===== src/rtl/cpwm_pkg.sv =====
// cpwm_pkg: register addresses and the control word layout shared by the
// PWM generator modules. Assumes a 4-bit word address and 16-bit data.
package cpwm_pkg;

    localparam int ADDR_W = 4;
    localparam int DATA_W = 16;

    localparam logic [ADDR_W-1:0] A_CTRL = 4'd0;
    localparam logic [ADDR_W-1:0] A_CFG  = 4'd1;
    localparam logic [ADDR_W-1:0] A_MOD  = 4'd2;
    localparam logic [ADDR_W-1:0] A_DTOP = 4'd3;
    localparam logic [ADDR_W-1:0] A_DBOT = 4'd6;
    localparam logic [ADDR_W-1:0] A_LOCK = 4'd9;
    localparam logic [ADDR_W-1:0] A_CLR  = 4'd10;

    // dead-time field starts here inside the configuration word
    localparam int DT_LSB = 8;

    // control word: bits [5:2] reload count minus one, bit 1 center, bit 0 run
    typedef struct packed {
        logic [3:0] div;
        logic       center;
        logic       run;
    } ctrl_t;

endpackage


===== src/rtl/cpwm_regs.sv =====
// cpwm_regs: write-only register file of the PWM generator. Holds the
// control word, the lockable configuration word, the shadow modulus and
// duty registers and the two sticky flags.
// Assumes: one write per cycle; reload_evt and fault_in are synchronous.
module cpwm_regs
    import cpwm_pkg::*;
#(
    parameter int NPAIR = 3,
    parameter int CNT_W = 8,
    parameter int DT_W  = 4
) (
    input  logic                        clk,
    input  logic                        rst_n,
    input  logic                        wr_en,
    input  logic [ADDR_W-1:0]           wr_addr,
    input  logic [DATA_W-1:0]           wr_data,
    input  logic                        reload_evt,
    input  logic                        fault_in,
    output ctrl_t                       ctrl,
    output logic [NPAIR-1:0]            indep,
    output logic                        pol_top,
    output logic                        pol_bot,
    output logic [DT_W-1:0]             dt,
    output logic [CNT_W-1:0]            mod_buf,
    output logic [NPAIR-1:0][CNT_W-1:0] dtop_buf,
    output logic [NPAIR-1:0][CNT_W-1:0] dbot_buf,
    output logic                        reload_flag,
    output logic                        fault_flag,
    output logic                        locked
);

    localparam int POLT_BIT = NPAIR;
    localparam int POLB_BIT = NPAIR + 1;

    logic wr_ctrl, wr_cfg, wr_mod, wr_lock, wr_clr;
    logic unused_wr;

    assign wr_ctrl   = wr_en && (wr_addr == A_CTRL);
    assign wr_cfg    = wr_en && (wr_addr == A_CFG);
    assign wr_mod    = wr_en && (wr_addr == A_MOD);
    assign wr_lock   = wr_en && (wr_addr == A_LOCK);
    assign wr_clr    = wr_en && (wr_addr == A_CLR);
    assign unused_wr = ^wr_data;

    // control word: never locked
    always_ff @(posedge clk) begin
        if (!rst_n)       ctrl <= '0;
        else if (wr_ctrl) ctrl <= ctrl_t'(wr_data[5:0]);
    end

    // configuration word: writable only until the lock is set
    always_ff @(posedge clk) begin
        if (!rst_n) begin
            indep   <= '0;
            pol_top <= 1'b0;
            pol_bot <= 1'b0;
            dt      <= '0;
        end else if (wr_cfg && !locked) begin
            indep   <= wr_data[NPAIR-1:0];
            pol_top <= wr_data[POLT_BIT];
            pol_bot <= wr_data[POLB_BIT];
            dt      <= wr_data[DT_LSB +: DT_W];
        end
    end

    // write-once lock, cleared only by reset
    always_ff @(posedge clk) begin
        if (!rst_n)                     locked <= 1'b0;
        else if (wr_lock && wr_data[0]) locked <= 1'b1;
    end

    // shadow modulus and duty registers
    always_ff @(posedge clk) begin
        if (!rst_n) begin
            mod_buf  <= '0;
            dtop_buf <= '0;
            dbot_buf <= '0;
        end else if (wr_en) begin
            if (wr_mod) mod_buf <= wr_data[CNT_W-1:0];
            for (int k = 0; k < NPAIR; k++) begin
                if (wr_addr == A_DTOP + ADDR_W'(k)) dtop_buf[k] <= wr_data[CNT_W-1:0];
                if (wr_addr == A_DBOT + ADDR_W'(k)) dbot_buf[k] <= wr_data[CNT_W-1:0];
            end
        end
    end

    // sticky flags: a new event wins over a clear in the same cycle
    always_ff @(posedge clk) begin
        if (!rst_n) begin
            reload_flag <= 1'b0;
            fault_flag  <= 1'b0;
        end else begin
            if (reload_evt)               reload_flag <= 1'b1;
            else if (wr_clr && wr_data[0]) reload_flag <= 1'b0;
            if (fault_in)                 fault_flag  <= 1'b1;
            else if (wr_clr && wr_data[1]) fault_flag  <= 1'b0;
        end
    end

    // a locked configuration word never changes
    assert_cfg_frozen_R11: assert property (@(posedge clk) disable iff (!rst_n)
        $past(locked) |-> ($stable(indep) && $stable(dt) && $stable(pol_top) && $stable(pol_bot)));

    // the reload flag only rises after a reload event
    assert_reload_flag_R7: assert property (@(posedge clk) disable iff (!rst_n)
        $rose(reload_flag) |-> $past(reload_evt));

    // a fault request always leaves the flag set
    assert_fault_latch_R9: assert property (@(posedge clk) disable iff (!rst_n)
        $past(fault_in) |-> fault_flag);

endmodule


===== src/rtl/cpwm_timebase.sv =====
// cpwm_timebase: shared PWM counter, reload divider and working duty and
// modulus registers. Produces the raw (pre dead time) request per line.
// Assumes: effective modulus is at least 2; working values follow the
// shadow registers freely while stopped and only at reloads while running.
module cpwm_timebase
    import cpwm_pkg::*;
#(
    parameter int NPAIR = 3,
    parameter int CNT_W = 8
) (
    input  logic                        clk,
    input  logic                        rst_n,
    input  ctrl_t                       ctrl,
    input  logic [CNT_W-1:0]            mod_buf,
    input  logic [NPAIR-1:0][CNT_W-1:0] dtop_buf,
    input  logic [NPAIR-1:0][CNT_W-1:0] dbot_buf,
    output logic [NPAIR-1:0]            raw_top,
    output logic [NPAIR-1:0]            raw_bot,
    output logic                        period_end,
    output logic                        reload_evt
);

    localparam logic [CNT_W-1:0] MOD_MIN = CNT_W'(2);

    logic [CNT_W-1:0]            cnt;
    logic                        dir_dn;
    logic [3:0]                  per_cnt;
    logic [CNT_W-1:0]            mod_act;
    logic [CNT_W-1:0]            mod_eff;
    logic [NPAIR-1:0][CNT_W-1:0] dtop_act;
    logic [NPAIR-1:0][CNT_W-1:0] dbot_act;
    logic                        at_top;

    assign mod_eff    = (mod_buf < MOD_MIN) ? MOD_MIN : mod_buf;
    assign at_top     = (cnt == mod_act - CNT_W'(1));
    assign period_end = ctrl.run && (ctrl.center ? (dir_dn && (cnt == '0)) : at_top);
    assign reload_evt = period_end && (per_cnt >= ctrl.div);

    // per-line compare: full duty forces active, else active below duty
    for (genvar k = 0; k < NPAIR; k++) begin : g_cmp
        assign raw_top[k] = ctrl.run && ((dtop_act[k] >= mod_act) || (cnt < dtop_act[k]));
        assign raw_bot[k] = ctrl.run && ((dbot_act[k] >= mod_act) || (cnt < dbot_act[k]));
    end

    // counter: sawtooth, or up/down holding each end value for one extra cycle
    always_ff @(posedge clk) begin
        if (!rst_n || !ctrl.run) begin
            cnt    <= '0;
            dir_dn <= 1'b0;
        end else if (!ctrl.center) begin
            dir_dn <= 1'b0;
            cnt    <= at_top ? '0 : cnt + CNT_W'(1);
        end else if (!dir_dn) begin
            if (at_top) dir_dn <= 1'b1;
            else        cnt    <= cnt + CNT_W'(1);
        end else begin
            if (cnt == '0) dir_dn <= 1'b0;
            else           cnt    <= cnt - CNT_W'(1);
        end
    end

    // reload divider and working registers
    always_ff @(posedge clk) begin
        if (!rst_n) begin
            per_cnt  <= '0;
            mod_act  <= MOD_MIN;
            dtop_act <= '0;
            dbot_act <= '0;
        end else if (!ctrl.run) begin
            per_cnt  <= '0;
            mod_act  <= mod_eff;
            dtop_act <= dtop_buf;
            dbot_act <= dbot_buf;
        end else if (period_end) begin
            if (reload_evt) begin
                per_cnt  <= '0;
                mod_act  <= mod_eff;
                dtop_act <= dtop_buf;
                dbot_act <= dbot_buf;
            end else begin
                per_cnt <= per_cnt + 4'd1;
            end
        end
    end

    // while running the count stays below the working modulus
    assert_cnt_range_R4: assert property (@(posedge clk) disable iff (!rst_n)
        ctrl.run |-> (cnt < mod_act));

    // a running counter changes its modulus only at a reload
    assert_mod_hold_R7: assert property (@(posedge clk) disable iff (!rst_n)
        ($past(ctrl.run) && !$stable(mod_act)) |-> $past(reload_evt));

endmodule


===== src/rtl/cpwm_deadtime.sv =====
// cpwm_deadtime: output stage of one pair. In complementary mode the top
// request drives both lines and every change blanks both for dt cycles;
// in independent mode each line registers its own request.
// Assumes: dt is sampled when a switch starts; one cycle of latency.
module cpwm_deadtime #(
    parameter int DT_W = 4
) (
    input  logic            clk,
    input  logic            rst_n,
    input  logic            indep,
    input  logic [DT_W-1:0] dt,
    input  logic            raw_t,
    input  logic            raw_b,
    output logic            act_t,
    output logic            act_b
);

    logic            cur_t;
    logic            cur_b;
    logic [DT_W-1:0] dt_cnt;
    logic            settled;

    assign settled = (dt_cnt == '0);
    assign act_t   = indep ? cur_t : (cur_t && settled);
    assign act_b   = indep ? cur_b : (!cur_t && settled);

    // track requests and run the blanking counter on each switch
    always_ff @(posedge clk) begin
        if (!rst_n) begin
            cur_t  <= 1'b0;
            cur_b  <= 1'b0;
            dt_cnt <= '0;
        end else if (indep) begin
            cur_t  <= raw_t;
            cur_b  <= raw_b;
            dt_cnt <= '0;
        end else if (raw_t != cur_t) begin
            cur_t  <= raw_t;
            cur_b  <= !raw_t;
            dt_cnt <= dt;
        end else if (!settled) begin
            dt_cnt <= dt_cnt - DT_W'(1);
        end
    end

    // with a dead time, the bottom never follows the top without a gap
    assert_gap_after_top_R2: assert property (@(posedge clk) disable iff (!rst_n)
        (!indep && $past(!indep) && $past(dt != '0) && $past(act_t)) |-> !act_b);

    // with a dead time, the top never follows the bottom without a gap
    assert_gap_after_bot_R2: assert property (@(posedge clk) disable iff (!rst_n)
        (!indep && $past(!indep) && $past(dt != '0) && $past(act_b)) |-> !act_t);

endmodule


===== src/rtl/cpwm_dt.sv =====
// cpwm_dt: three-pair PWM generator top. Connects the register file, the
// shared timebase and one dead-time stage per pair, then applies fault
// blanking, run gating and per-side polarity.
// Assumes: fault_in is already synchronous to clk.
module cpwm_dt
    import cpwm_pkg::*;
#(
    parameter int NPAIR = 3,
    parameter int CNT_W = 8,
    parameter int DT_W  = 4
) (
    input  logic              clk,
    input  logic              rst_n,
    input  logic              wr_en,
    input  logic [3:0]        wr_addr,
    input  logic [15:0]       wr_data,
    input  logic              fault_in,
    output logic [NPAIR-1:0]  pwm_top,
    output logic [NPAIR-1:0]  pwm_bot,
    output logic              reload_irq,
    output logic              fault_flag
);

    ctrl_t                       ctrl;
    logic [NPAIR-1:0]            indep;
    logic                        pol_top, pol_bot;
    logic [DT_W-1:0]             dt;
    logic [CNT_W-1:0]            mod_buf;
    logic [NPAIR-1:0][CNT_W-1:0] dtop_buf, dbot_buf;
    logic                        locked;
    logic                        period_end, reload_evt;
    logic [NPAIR-1:0]            raw_top, raw_bot, act_top, act_bot;
    logic                        blocked;
    logic                        drive_en;

    cpwm_regs #(.NPAIR(NPAIR), .CNT_W(CNT_W), .DT_W(DT_W)) u_regs (
        .clk(clk), .rst_n(rst_n), .wr_en(wr_en), .wr_addr(wr_addr), .wr_data(wr_data),
        .reload_evt(reload_evt), .fault_in(fault_in), .ctrl(ctrl), .indep(indep),
        .pol_top(pol_top), .pol_bot(pol_bot), .dt(dt), .mod_buf(mod_buf),
        .dtop_buf(dtop_buf), .dbot_buf(dbot_buf), .reload_flag(reload_irq),
        .fault_flag(fault_flag), .locked(locked)
    );

    cpwm_timebase #(.NPAIR(NPAIR), .CNT_W(CNT_W)) u_tb (
        .clk(clk), .rst_n(rst_n), .ctrl(ctrl), .mod_buf(mod_buf),
        .dtop_buf(dtop_buf), .dbot_buf(dbot_buf), .raw_top(raw_top), .raw_bot(raw_bot),
        .period_end(period_end), .reload_evt(reload_evt)
    );

    for (genvar k = 0; k < NPAIR; k++) begin : g_pair
        cpwm_deadtime #(.DT_W(DT_W)) u_dt (
            .clk(clk), .rst_n(rst_n), .indep(indep[k]), .dt(dt),
            .raw_t(raw_top[k]), .raw_b(raw_bot[k]),
            .act_t(act_top[k]), .act_b(act_bot[k])
        );
    end

    // fault blanking: held from a fault until flag cleared, input low and a period ends
    always_ff @(posedge clk) begin
        if (!rst_n)                                   blocked <= 1'b0;
        else if (fault_in)                            blocked <= 1'b1;
        else if (blocked && !fault_flag && period_end) blocked <= 1'b0;
    end

    assign drive_en = ctrl.run && !blocked && !fault_in;
    assign pwm_top  = {NPAIR{pol_top}} ^ (act_top & {NPAIR{drive_en}});
    assign pwm_bot  = {NPAIR{pol_bot}} ^ (act_bot & {NPAIR{drive_en}});

    // a fault request idles every pin in the same cycle
    assert_fault_idle_R9: assert property (@(posedge clk) disable iff (!rst_n)
        fault_in |-> (pwm_top == {NPAIR{pol_top}} && pwm_bot == {NPAIR{pol_bot}}));

    // an uncleared fault flag keeps every pin idle
    assert_flag_blocks_R10: assert property (@(posedge clk) disable iff (!rst_n)
        fault_flag |-> (pwm_top == {NPAIR{pol_top}} && pwm_bot == {NPAIR{pol_bot}}));

    // a stopped generator keeps every pin idle
    assert_stop_idle_R12: assert property (@(posedge clk) disable iff (!rst_n)
        !ctrl.run |-> (pwm_top == {NPAIR{pol_top}} && pwm_bot == {NPAIR{pol_bot}}));

endmodule


===== config.mk =====
export PLATFORM = sky130hd
export DESIGN_NAME = cpwm_dt
export DESIGN_NICKNAME = d
export VERILOG_FILES = /design/src/rtl/cpwm_pkg.sv /design/src/rtl/cpwm_regs.sv /design/src/rtl/cpwm_timebase.sv /design/src/rtl/cpwm_deadtime.sv /design/src/rtl/cpwm_dt.sv
export SDC_FILE = /design/constraint.sdc
export NUM_CORES = 1
export LEC_CHECK = 0
export ABC_CLOCK_PERIOD_IN_PS = 7000
export BUFFER_PORTS_ARGS = -buffer_cell sky130_fd_sc_hd__buf_2
export CAP_MARGIN = 20
export CORE_ASPECT_RATIO = 1.2
export CORE_MARGIN = 1.5
export CORE_UTILIZATION = 30
export DETAILED_ROUTE_END_ITERATION = 16
export GPL_ROUTABILITY_DRIVEN = 0
export GPL_TIMING_DRIVEN = 0
export SETUP_SLACK_MARGIN = 0.1
export SLEW_MARGIN = 40
export SYNTH_ARGS = -nofsm -noshare
export SYNTH_HDL_FRONTEND = slang
export SYNTH_SLANG_ARGS = --single-unit

===== constraint.sdc =====
create_clock -name clk -period 7 [get_ports clk]
set_clock_uncertainty 0.1 [all_clocks]
set_input_delay 1.05 -clock clk [delete_from_list [all_inputs] [get_ports clk]]
set_output_delay 1.05 -clock clk [all_outputs]
set_load 0.02 [all_outputs]

Word-level counts from Yosys, hierarchy flattened

Index checks and enable logic that the tools add are counted.

Flip-flop bits (word level): 162
Output and inout port bits: 8
Word-level logic and storage cells: 207

Add/subtract/negate cells: 7
$lt $le $gt $ge: 14
Eq/ne operators: 21
Mux-type cells: 50
Bitwise gates (word level): 6
Reduce and logical (&&, ||, !) cells: 72

Operators by type and width:

| kind                | number |
|---|---|
| $mux 24             | 6 |
| $mux 8              | 9 |
| $ge 8x8->1          | 6 |
| $lt 8x8->1          | 6 |
| $logic_and 1x1->1   | 28 |
| $mux 1              | 28 |
| $mux 4              | 7 |
| $reduce_and 2->1    | 10 |
| $eq 4x3->1 const B  | 4 |
| $logic_not 4->1     | 4 |
| $sub 8x1->8 const B | 2 |
| $eq 4x4->1 const B  | 3 |
| $logic_not 1->1     | 12 |
| $reduce_bool 2->1   | 6 |
| $sub 4x1->4 const B | 3 |
| $ne 2x2->1 const B  | 5 |
| $add 8x1->8 const B | 1 |
| $eq 4x2->1 const B  | 2 |
| $eq 8x8->1          | 1 |
| $logic_not 8->1     | 1 |
| $lt 8x2->1 const B  | 1 |
| $reduce_or 2->1     | 4 |
| $logic_or 1x1->1    | 7 |
| $and 3x3->3         | 2 |
| other kinds (8)     | 12 |

Logic depth before layout (Yosys ltp)

Gate-level depths: netlist (run 1).

Depth in word-level cells: 8
Depth in mapped cells: 11
Gate-level depth less buffers: 9

Modules after synthesis

A second synthesis (run 1) with hierarchy kept.

Cells, all modules: 1079
Area, all modules: 9252.6 µm²

By module, submodules not included:

| module        | times used | cells an instance | area an instance (µm²) | sequential area each (µm²) |
|---|---|---|---|---|
| cpwm_timebase | 1          | 675               | 5346.4                 | 1381.3 |
| cpwm_regs     | 1          | 267               | 2731.4                 | 1481.4 |
| cpwm_deadtime | 3          | 40                | 347.8                  | 120.1 |
| cpwm_dt       | 1          | 17                | 131.4                  | 20.0 |

Worst setup path before layout (run 1)

OpenSTA, ideal clock, no wires.

Path kind: input to output
From: input fault_in
To: output pwm_top[0]
Data arrival time: 1.866 ns
Required time: 5.850 ns
Path slack: 3.984 ns
Cell stages on the path: 3
Buffers on the path: 0
Path through: nor3_1 > o211ai_1 > xnor2_1

Longest elaborated chain between the ends: 4

RTL lines:

| element           | RTL line      | source |
|---|---|---|
| start, declared   | cpwm_dt.sv:17 | `input logic fault_in,` |
| $logic_not 1->1   | cpwm_dt.sv:65 | `assign drive_en = ctrl.run && !blocked && !fault_in;` |
| $logic_and 1x1->1 | cpwm_dt.sv:65 |  |
| $and 3x3->3       | cpwm_dt.sv:66 | `assign pwm_top = {NPAIR{pol_top}} ^ (act_top & {NPAIR{drive_en}});` |
| $xor 3x3->3       | cpwm_dt.sv:66 |  |
| end, declared     | cpwm_dt.sv:18 | `output logic [NPAIR-1:0] pwm_top,` |

No other way between the ends.

Worst setup path after layout (run 1)

From: register g_pair[2].u_dt.dt_cnt[0]
To: output pwm_bot[2]

Longest elaborated chain between the ends: 5

RTL lines:

| element                | RTL line            | source |
|---|---|---|
| start, declared        | cpwm_deadtime.sv:20 | `logic [DT_W-1:0] dt_cnt;` |
| start signal, assigned | cpwm_deadtime.sv:40 | `dt_cnt <= dt;` |
| start signal, assigned | cpwm_deadtime.sv:42 | `dt_cnt <= dt_cnt - DT_W'(1);` |
| $logic_not 4->1        | cpwm_deadtime.sv:23 | `assign settled = (dt_cnt == '0);` |
| $logic_and 1x1->1      | cpwm_deadtime.sv:25 | `assign act_b = indep ? cur_b : (!cur_t && settled);` |
| $mux 1                 | cpwm_deadtime.sv:25 |  |
| $and 3x3->3            | cpwm_dt.sv:67       | `assign pwm_bot = {NPAIR{pol_bot}} ^ (act_bot & {NPAIR{drive_en}});` |
| $xor 3x3->3            | cpwm_dt.sv:67       |  |
| end, declared          | cpwm_dt.sv:19       | `output logic [NPAIR-1:0] pwm_bot,` |

No other way between the ends.

==> impl_results.md, run 1 <==
- Wirelength per Cell: 16.8 um
- Hold slack: 0.355 ns
- Vias per inst: 4.99
- Worst setup margin: 3.54 ns
- Most common cell after layout, fill and taps aside: dfxtp_1
- Reg clk slew, reported paths: 0.07 ns
- Clk_lat worst skew: 0.43 ns
- Cell Chain, Critical Path: inv_1 -> ha_1 -> nor3b_1 -> a22oi_1 -> nor2_1 -> xor2_1 -> buf_2
- Total CTS buffers: 17
- Die height: 202 um
- Maximum vdd ir drop: 155 uV
- Buffers plus inverters on the worst setup path: 2
- Vias in the first global route: 7934
- Min-delay worst type: register to register
- Synthesized-area fraction occupied by and/or/nand/nor cells: 20.8%
- Setup TNS: 0 ns
- Critical path's largest stage delay: 0.62 ns
- CTS resizes: 0
- Area share of xor/xnor cells in the synthesized design: 1.95%
- Number of buffers on the longest clock path: 2
- Final Setup Violations: 0
- Critical Path RT: 5.85 ns
- Number of buffers added on ports: 20
- Detail Placement HPWL: 19.7 mm
- Cell variety after synth: 58
- Share of layout cells above drive strength 1: 6.78%
- Synth Warn #: 0
- Main combinational cell family by area after synthesis: simple AND/OR/NAND/NOR gates
- Area grow syn2layout: 12.6%
- Sink Count: 162
- Critical Path Source Type: register
- Path type of the worst setup path: register to primary output
- PwrDens: 206 mW/mm2
- Ant diodes: 0
- Proportion of synthesized area in mux cells: 13.8%
- Fillers: 3348
- Most frequent cells in the layout: dfxtp_1 (162), nand2_1 (149), mux2i_1 (133)
- Total track usage: 16.2%
- Pre-CTS WS: 3.64 ns
- Mapped Area: 0.00986 mm2
- Initial DRC count: 445
- Slew at the pin with the worst max-slew slack: 0.817 ns
- Crit-path max FO: 6
- Final Max Tran Viols: 0
- Core area: 0.0323 mm2
- CTS Root Cell: clkbuf_16
- Status: finished clean
- FMAX: 289 MHz
- Seq cells post-synth: 162
- I/O pins: 32
- Max_cap viols: 0
- Fin crit period: 3.46 ns
- RSZ-0062 raised after global routing: false
- Largest net degree at the start of global routing: 17
- CTS Hold Bufs: 0
- DRC viols: 0
- Post-CTS setup repair buffer count: 0
- Net total in the final layout: 1296
- Final critical-path share of the clock period: 49.4%
- Synth Area in Compound Gates: 11.5%
- Sequential area share after synthesis: 32.9%
- Initial Util: 30.5%
- Asr flop ratio synth: 0%
- Leak: 4.28 nW
- Detailed-route via count: 7918
- Synth Net Count: 1257
- DRT Pass-1 Iters: 5
- Final Hold Viols: 0
- Max-slew headroom: 44.7%
- Tot Pwr: 2.29 mW
- Avg Cell Area, Syn: 8.75 um2
- Post-synthesis cell count: 1128
- Die W: 169 um
- Worst path arrival time: 2.31 ns
- Endpoint type of the worst setup path: primary output
- First-pass GRT wire length: 42.7 mm
- Gr ovfl total: 0
- Cell family with most CP delay: simple AND/OR/NAND/NOR gates
- Final WL: 26.6 mm
- Number of enable flip-flop cells after synthesis: 0
- Post-Synth Adder-Cell Area: 13.5%
- Die area: 0.0340 mm2
- Initial antenna violation count: 0
- FP Rows: 72
- TritonCTS clock tree: built
- Post-route ant nets: 0
- Slowest stage cell, crit path: nor3b_1
- H-tree levels: 4
- Ys flop type: dfxtp_1
## registers in the layout (all words and copies together) (netlist names)
register            count
u_tb.per_cnt            4
u_regs.dt               4
u_regs.locked           1
u_regs.ctrl             6
g_pair.u_dt.dt_cnt     12
g_pair.u_dt.cur_t       3
u_tb.cnt                8
u_tb.mod_act            8
u_regs.mod_buf          8
blocked                 1
u_tb.dbot_act          24
u_regs.pol_bot          1
u_tb.dtop_act          24
u_regs.fault_flag       1
u_regs.dbot_buf        24
u_regs.pol_top          1
u_regs.dtop_buf        24
u_tb.dir_dn             1
g_pair.u_dt.cur_b       3
u_regs.indep            3
u_regs.reload_flag      1
## synth_stat cells (13+ instances only)
cell,number,area [um2]
nor2b_1,80,500
o21ai_0,23,115
nor3_1,18,90.1
ha_1,105,1310
nand2_1,149,559
nand4_1,14,87.6
inv_1,78,293
a21oi_1,34,170
mux2i_1,133,1330
xnor2_1,15,131
nand2b_1,22,138
nor2_1,35,131
a21o_1,28,210
clkbuf_1,50,188
o211ai_1,13,97.6
dfxtp_1,162,3240
nand3_1,29,145
## per-stage QoR
| step | instance area [um2] | instances | utilization [%] |
|---|---|---|---|
| after detailed placement | 10500 | 1555 | 32.4 |
| after global placement | 10500 | 1555 | 32.4 |
| after global routing | 11100 | 1587 | 34.4 |
| after CTS | 11100 | 1587 | 34.3 |
| after floorplan | 9860 | 1128 | - |
| final | 11100 | 1587 | 34.4 |
## cell type report
cell class	instances	area (um2)	share of cell area, %
Tap cell	407	509	4.58
Multi-Input combinational cell	831	6110	55.0
Timing Repair Buffer	20	100	0.901
Clock inverter	12	146	1.32
Buffer	57	263	2.37
Inverter	78	293	2.64
Clock buffer	20	447	4.02
Sequential cell	162	3240	29.2
## logic make-up after synthesis
logic type | count (synthesis)
buf+inv | 135
fa+ha+maj | 107
flops | 162
xor+xnor | 22
mux | 136
simple gates | 402
compound gates | 164
## worst register-to-register path, delay by kind of cell, from the launching register on
kind | cells | cell delay (ns)
simple gates | 2 | 0.29
mux | 1 | 0.24
flops | 1 | 0.72
buf+inv | 1 | 0.43
fa+ha+maj | 1 | 0.37
compound gates | 4 | 0.83
## path summary, 6_finish.rpt
check                      startpoint                       end  slack, ns  cells past startpoint
max reg2reg               u_tb.cnt[6]  g_pair[0].u_dt.dt_cnt[2]       3.90                      9
min               u_regs.dtop_buf[10]         u_tb.dtop_act[10]       0.35                      2
max          g_pair[2].u_dt.dt_cnt[0]                pwm_bot[2]       3.54                      7
min reg2reg       u_regs.dtop_buf[10]         u_tb.dtop_act[10]       0.35                      2
## routing by layer
metal,vias to the layer above,wire length (um),GRT usage [%]
met4,0,868,6.47
met1,3769,12200,19.8
li1,4003,-,-
met5,-,0,0
met3,42,449,2.05
met2,104,13200,28.7
## power breakdown
part	leakage [nW]	switching, mW	internal (mW)
clock network	0.281	0.415	0.545
logic	2.69	0.196	0.145
registers	1.31	0.0284	0.957
total	4.28	0.640	1.65
No activity file was read; power rests on OpenSTA's default activity.
==> run 2: changes to the inputs <==
--- a/config.mk
+++ b/config.mk
@@ -5,7 +5,7 @@
 export SDC_FILE = /design/constraint.sdc
 export NUM_CORES = 1
 export LEC_CHECK = 0
-export ABC_CLOCK_PERIOD_IN_PS = 7000
+export ABC_CLOCK_PERIOD_IN_PS = 2800
 export BUFFER_PORTS_ARGS = -buffer_cell sky130_fd_sc_hd__buf_2
 export CAP_MARGIN = 20
 export CORE_ASPECT_RATIO = 1.2
==> constraint.sdc (replaced) <==
create_clock -name clk -period 2.8 [get_ports clk]
set_clock_uncertainty 0.1 [all_clocks]
set_input_delay 0.42 -clock clk [delete_from_list [all_inputs] [get_ports clk]]
set_output_delay 0.42 -clock clk [all_outputs]
set_load 0.02 [all_outputs]
==> run 2 against run 1 <==
Worst setup slack worse by 3.4 ns. Global-route usage up 0.059 points. Power rose to 2.5 times the previous value. Final cell count up 0.82%. Count of clock-buffer cells in the layout unchanged. Highest routed layer unchanged. Sequential power rose to 2.5 times the previous value. Register-to-register slack worse by 3.8 ns. Via count up 1.2%. Worst hold slack worse by 0.21 ns. Clock power up 150%. Routed wire length up 1.6%.
==> impl_results.md, run 2 (synthesis gave the netlist of run 1 again) <==
- Wirelength per Cell: 16.9 um (+0.76%)
- Combinational Power Share: 16.2% (+1.3 points)
- Reg2reg setup slack: 0.14 ns (-3.76 ns)
- Vias per inst: 5.01 (+0.40%)
- Fin crit period: 2.66 ns
- Final Max Tran Viols: 0 (unchanged)
- RSZ-0062 raised after global routing: true
- Detail Placement HPWL: 19.7 mm (unchanged)
- Sink Count: 162 (unchanged)
- Share of layout cells above drive strength 1: 10.6% (+3.9 points)
- Reg2Reg Capture Point: u_tb.dtop_act[23]
- Endpoint type of the worst setup path: register
- Max_cap viols: 0 (unchanged)
- Status: finished clean
- First-pass GRT wire length: 42.9 mm (+0.58%)
- Cell family with most CP delay: compound AO/OA/AOI/OAI gates
- Crit-path max FO: 10 (+4)
- Clk_lat worst skew: 0.43 ns (about the same)
- Core area: 0.0323 mm2 (unchanged)
- Most common cell after layout, fill and taps aside: dfxtp_1
- Total CTS buffers: 17 (unchanged)
- Buffers plus inverters on the worst setup path: 4 (+2)
- Slew at the pin with the worst max-slew slack: 0.777 ns (-0.0399 ns)
- Ant diodes: 0 (unchanged)
- Int Pwr: 4.18 mW (+150%)
- Worst path arrival time: 2.87 ns (+0.56 ns)
- CTS Hold Bufs: 0 (unchanged)
- Gr ovfl total: 0 (unchanged)
- Multi-input gate area in the final layout: 0.00624 mm2 (+2.2%)
- FMAX: 376 MHz
- P_sw: 1.63 mW (+150%)
- Sequential share of power: 42.5% (-0.6 points)
- Fillers: 3326 (-0.66%)
- Die area: 0.0340 mm2 (unchanged)
- Final critical-path share of the clock period: 94.9%
- DRC viols: 0 (unchanged)
- Total track usage: 16.3% (+0.059 points)
- Min-delay worst type: input pin to register
- DRT Pass-1 Iters: 4 (-1)
- Reg clk slew, reported paths: 0.07 ns (about the same)
- Initial DRC count: 424 (-4.7%)
- Vias in the first global route: 7974 (+0.50%)
- FP Rows: 72 (unchanged)
- Area grow syn2layout: 15.9%
- Worst reg2reg path depth: 12 (+3)
- Post-route ant nets: 0 (unchanged)
- Cell Chain, Critical Path: clkinvlp_4 -> buf_4 -> ha_4 -> xnor2_1 -> nor2_2 -> nand3b_1 -> a211o_1 -> o21ba_4 -> o21a_4 -> buf_12 -> buf_6 -> mux2i_1
- Critical Path RT: 3.01 ns (-2.84 ns)
- TritonCTS clock tree: built
- H-tree levels: 4 (unchanged)
- Leak: 4.41 nW (+3.0%)
- Most frequent cells in the layout: dfxtp_1 (152), nand2_1 (149), mux2i_1 (133)
- Die W: 169 um (unchanged)
- I/O pins: 32 (unchanged)
- Detailed-route via count: 8015 (+1.2%)
- Initial antenna violation count: 0 (unchanged)
- Hold slack: 0.144 ns (-0.210 ns)
- Maximum vdd ir drop: 392 uV (+150%)
- Switching share of total power: 28.1% (+0.090 points)
- Slowest stage cell, crit path: dfxtp_4
- Net total in the final layout: 1309 (+1.0%)
- Final Hold Viols: 0 (unchanged)
- Critical path's largest stage delay: 0.36 ns (-0.26 ns)
- PwrDens: 508 mW/mm2 (+150%)
- Final WL: 27.1 mm (+1.6%)
- Initial Util: 30.5% (unchanged)
- FF/Latch Area: 0.00327 mm2 (+0.93%)
- Die height: 202 um (unchanged)
- Worst r2r src: u_tb.mod_act[1]
- Largest net degree at the start of global routing: 17 (unchanged)
- Crit path from: u_tb.mod_act[1]
- Clk pwr share: 41.3% (-0.7 points)
- Tot Pwr: 5.81 mW (+150%)
- Critical Path Source Type: register
- CP endpoint: u_tb.dtop_act[23]
- Final Setup Violations: 0 (unchanged)
- Path type of the worst setup path: register to register
- Number of buffers added on ports: 20 (unchanged)
- Stages on the worst setup path: 12 (+5)
- Number of buffers on the longest clock path: 2 (unchanged)
- CTS Root Cell: clkbuf_16
- Max-slew headroom: 48.1% (+3.5 points)
[run 2: changes by cell type in the layout (fill, tap and decap cells not counted), sizes merged]
| cell | delta |
|---|---|
| clkbuf | -2 |
| clkdlybuf4s15 | +1 |
| inv | -2 |
| buf | +14 |
| clkinvlp | +2 |
[run 2: per-layer routing]
metal	wire length, um	global-route usage (%)	part of all wire, %
met1	12100	19.8	45
met2	13300	28.7	49
met3	694	2.22	2.6
met4	927	6.79	3.4
met5	0	0	0
[run 2: worst min-delay path by stage]
stage,from,endpoint,slack (ns),depth (start not counted)
finish,wr_data[9],u_regs.dt[1],0.14,3
global route,wr_data[8],u_regs.dt[0],0.14,3
CTS,wr_data[9],u_regs.dt[1],0.14,3
detailed placement,u_regs.dtop_buf[13],u_tb.dtop_act[13],0.35,2
global placement,u_regs.dbot_buf[7],u_tb.dbot_act[7],0.34,2
floorplan,u_regs.locked,u_regs.locked,0.33,1
[run 2: layout make-up]
cell class	instances	area share, %
Sequential cell	162	28.6
Inverter	78	2.63
Multi-Input combinational cell	831	54.6
Tap cell	407	4.45
Timing Repair Buffer	33	1.87
Buffer	57	2.65
Clock buffer	20	3.91
Clock inverter	12	1.28
[run 2: timing repair]
action | 4_1_cts | 5_1_grt
gates cloned | 0 | 1
resized for setup | 27 | 44
endpoints found under the setup margin | 91 | 87
setup buffers | 3 | 9
pin swaps | 1 | 3
[run 2: power by group through the flow]
| stage | clock [mW] | combinational [mW] | sequential (mW) |
|---|---|---|---|
| 6_report | 2.40 | 0.939 | 2.47 |
| 3_5_place_dp | 0 | 0.851 | 2.51 |
| 4_1_cts | 2.42 | 0.873 | 2.47 |
| 5_1_grt | 2.53 | 1.06 | 2.48 |
| 2_1_floorplan | 0 | 0.651 | 2.50 |
| 3_3_place_gp | 0 | 0.828 | 2.51 |
[run 2: worst register-to-register path, delay by kind of cell, from the launching register on]
family                   cells  cell delay (ns)
adder cells (fa/ha/maj)      1             0.23
buffers and inverters        4             0.61
AO/OA/AOI/OAI                3             0.70
XOR/XNOR                     1             0.13
AND/OR/NAND/NOR              2             0.29
flip-flops                   1             0.36
multiplexers                 1             0.12
[run 2: per-stage QoR]
| stage | cells | utilization, % | TNS (ns) | instance area [um2] | worst slack (ns) |
|---|---|---|---|---|---|
| 2_1_floorplan | 1128 | - | 0 | 9860 | 0.232 |
| 3_3_place_gp | 1555 | 32.4 | -19.66 | 10500 | -0.711 |
| 3_5_place_dp | 1555 | 32.4 | -14.59 | 10500 | -0.254 |
| 4_1_cts | 1590 | 34.6 | 0 | 11200 | 0.00461 |
| 5_1_grt | 1600 | 35.3 | 0 | 11400 | 0.0662 |
| 6_report | 1600 | 35.3 | 0 | 11400 | 0.142 |
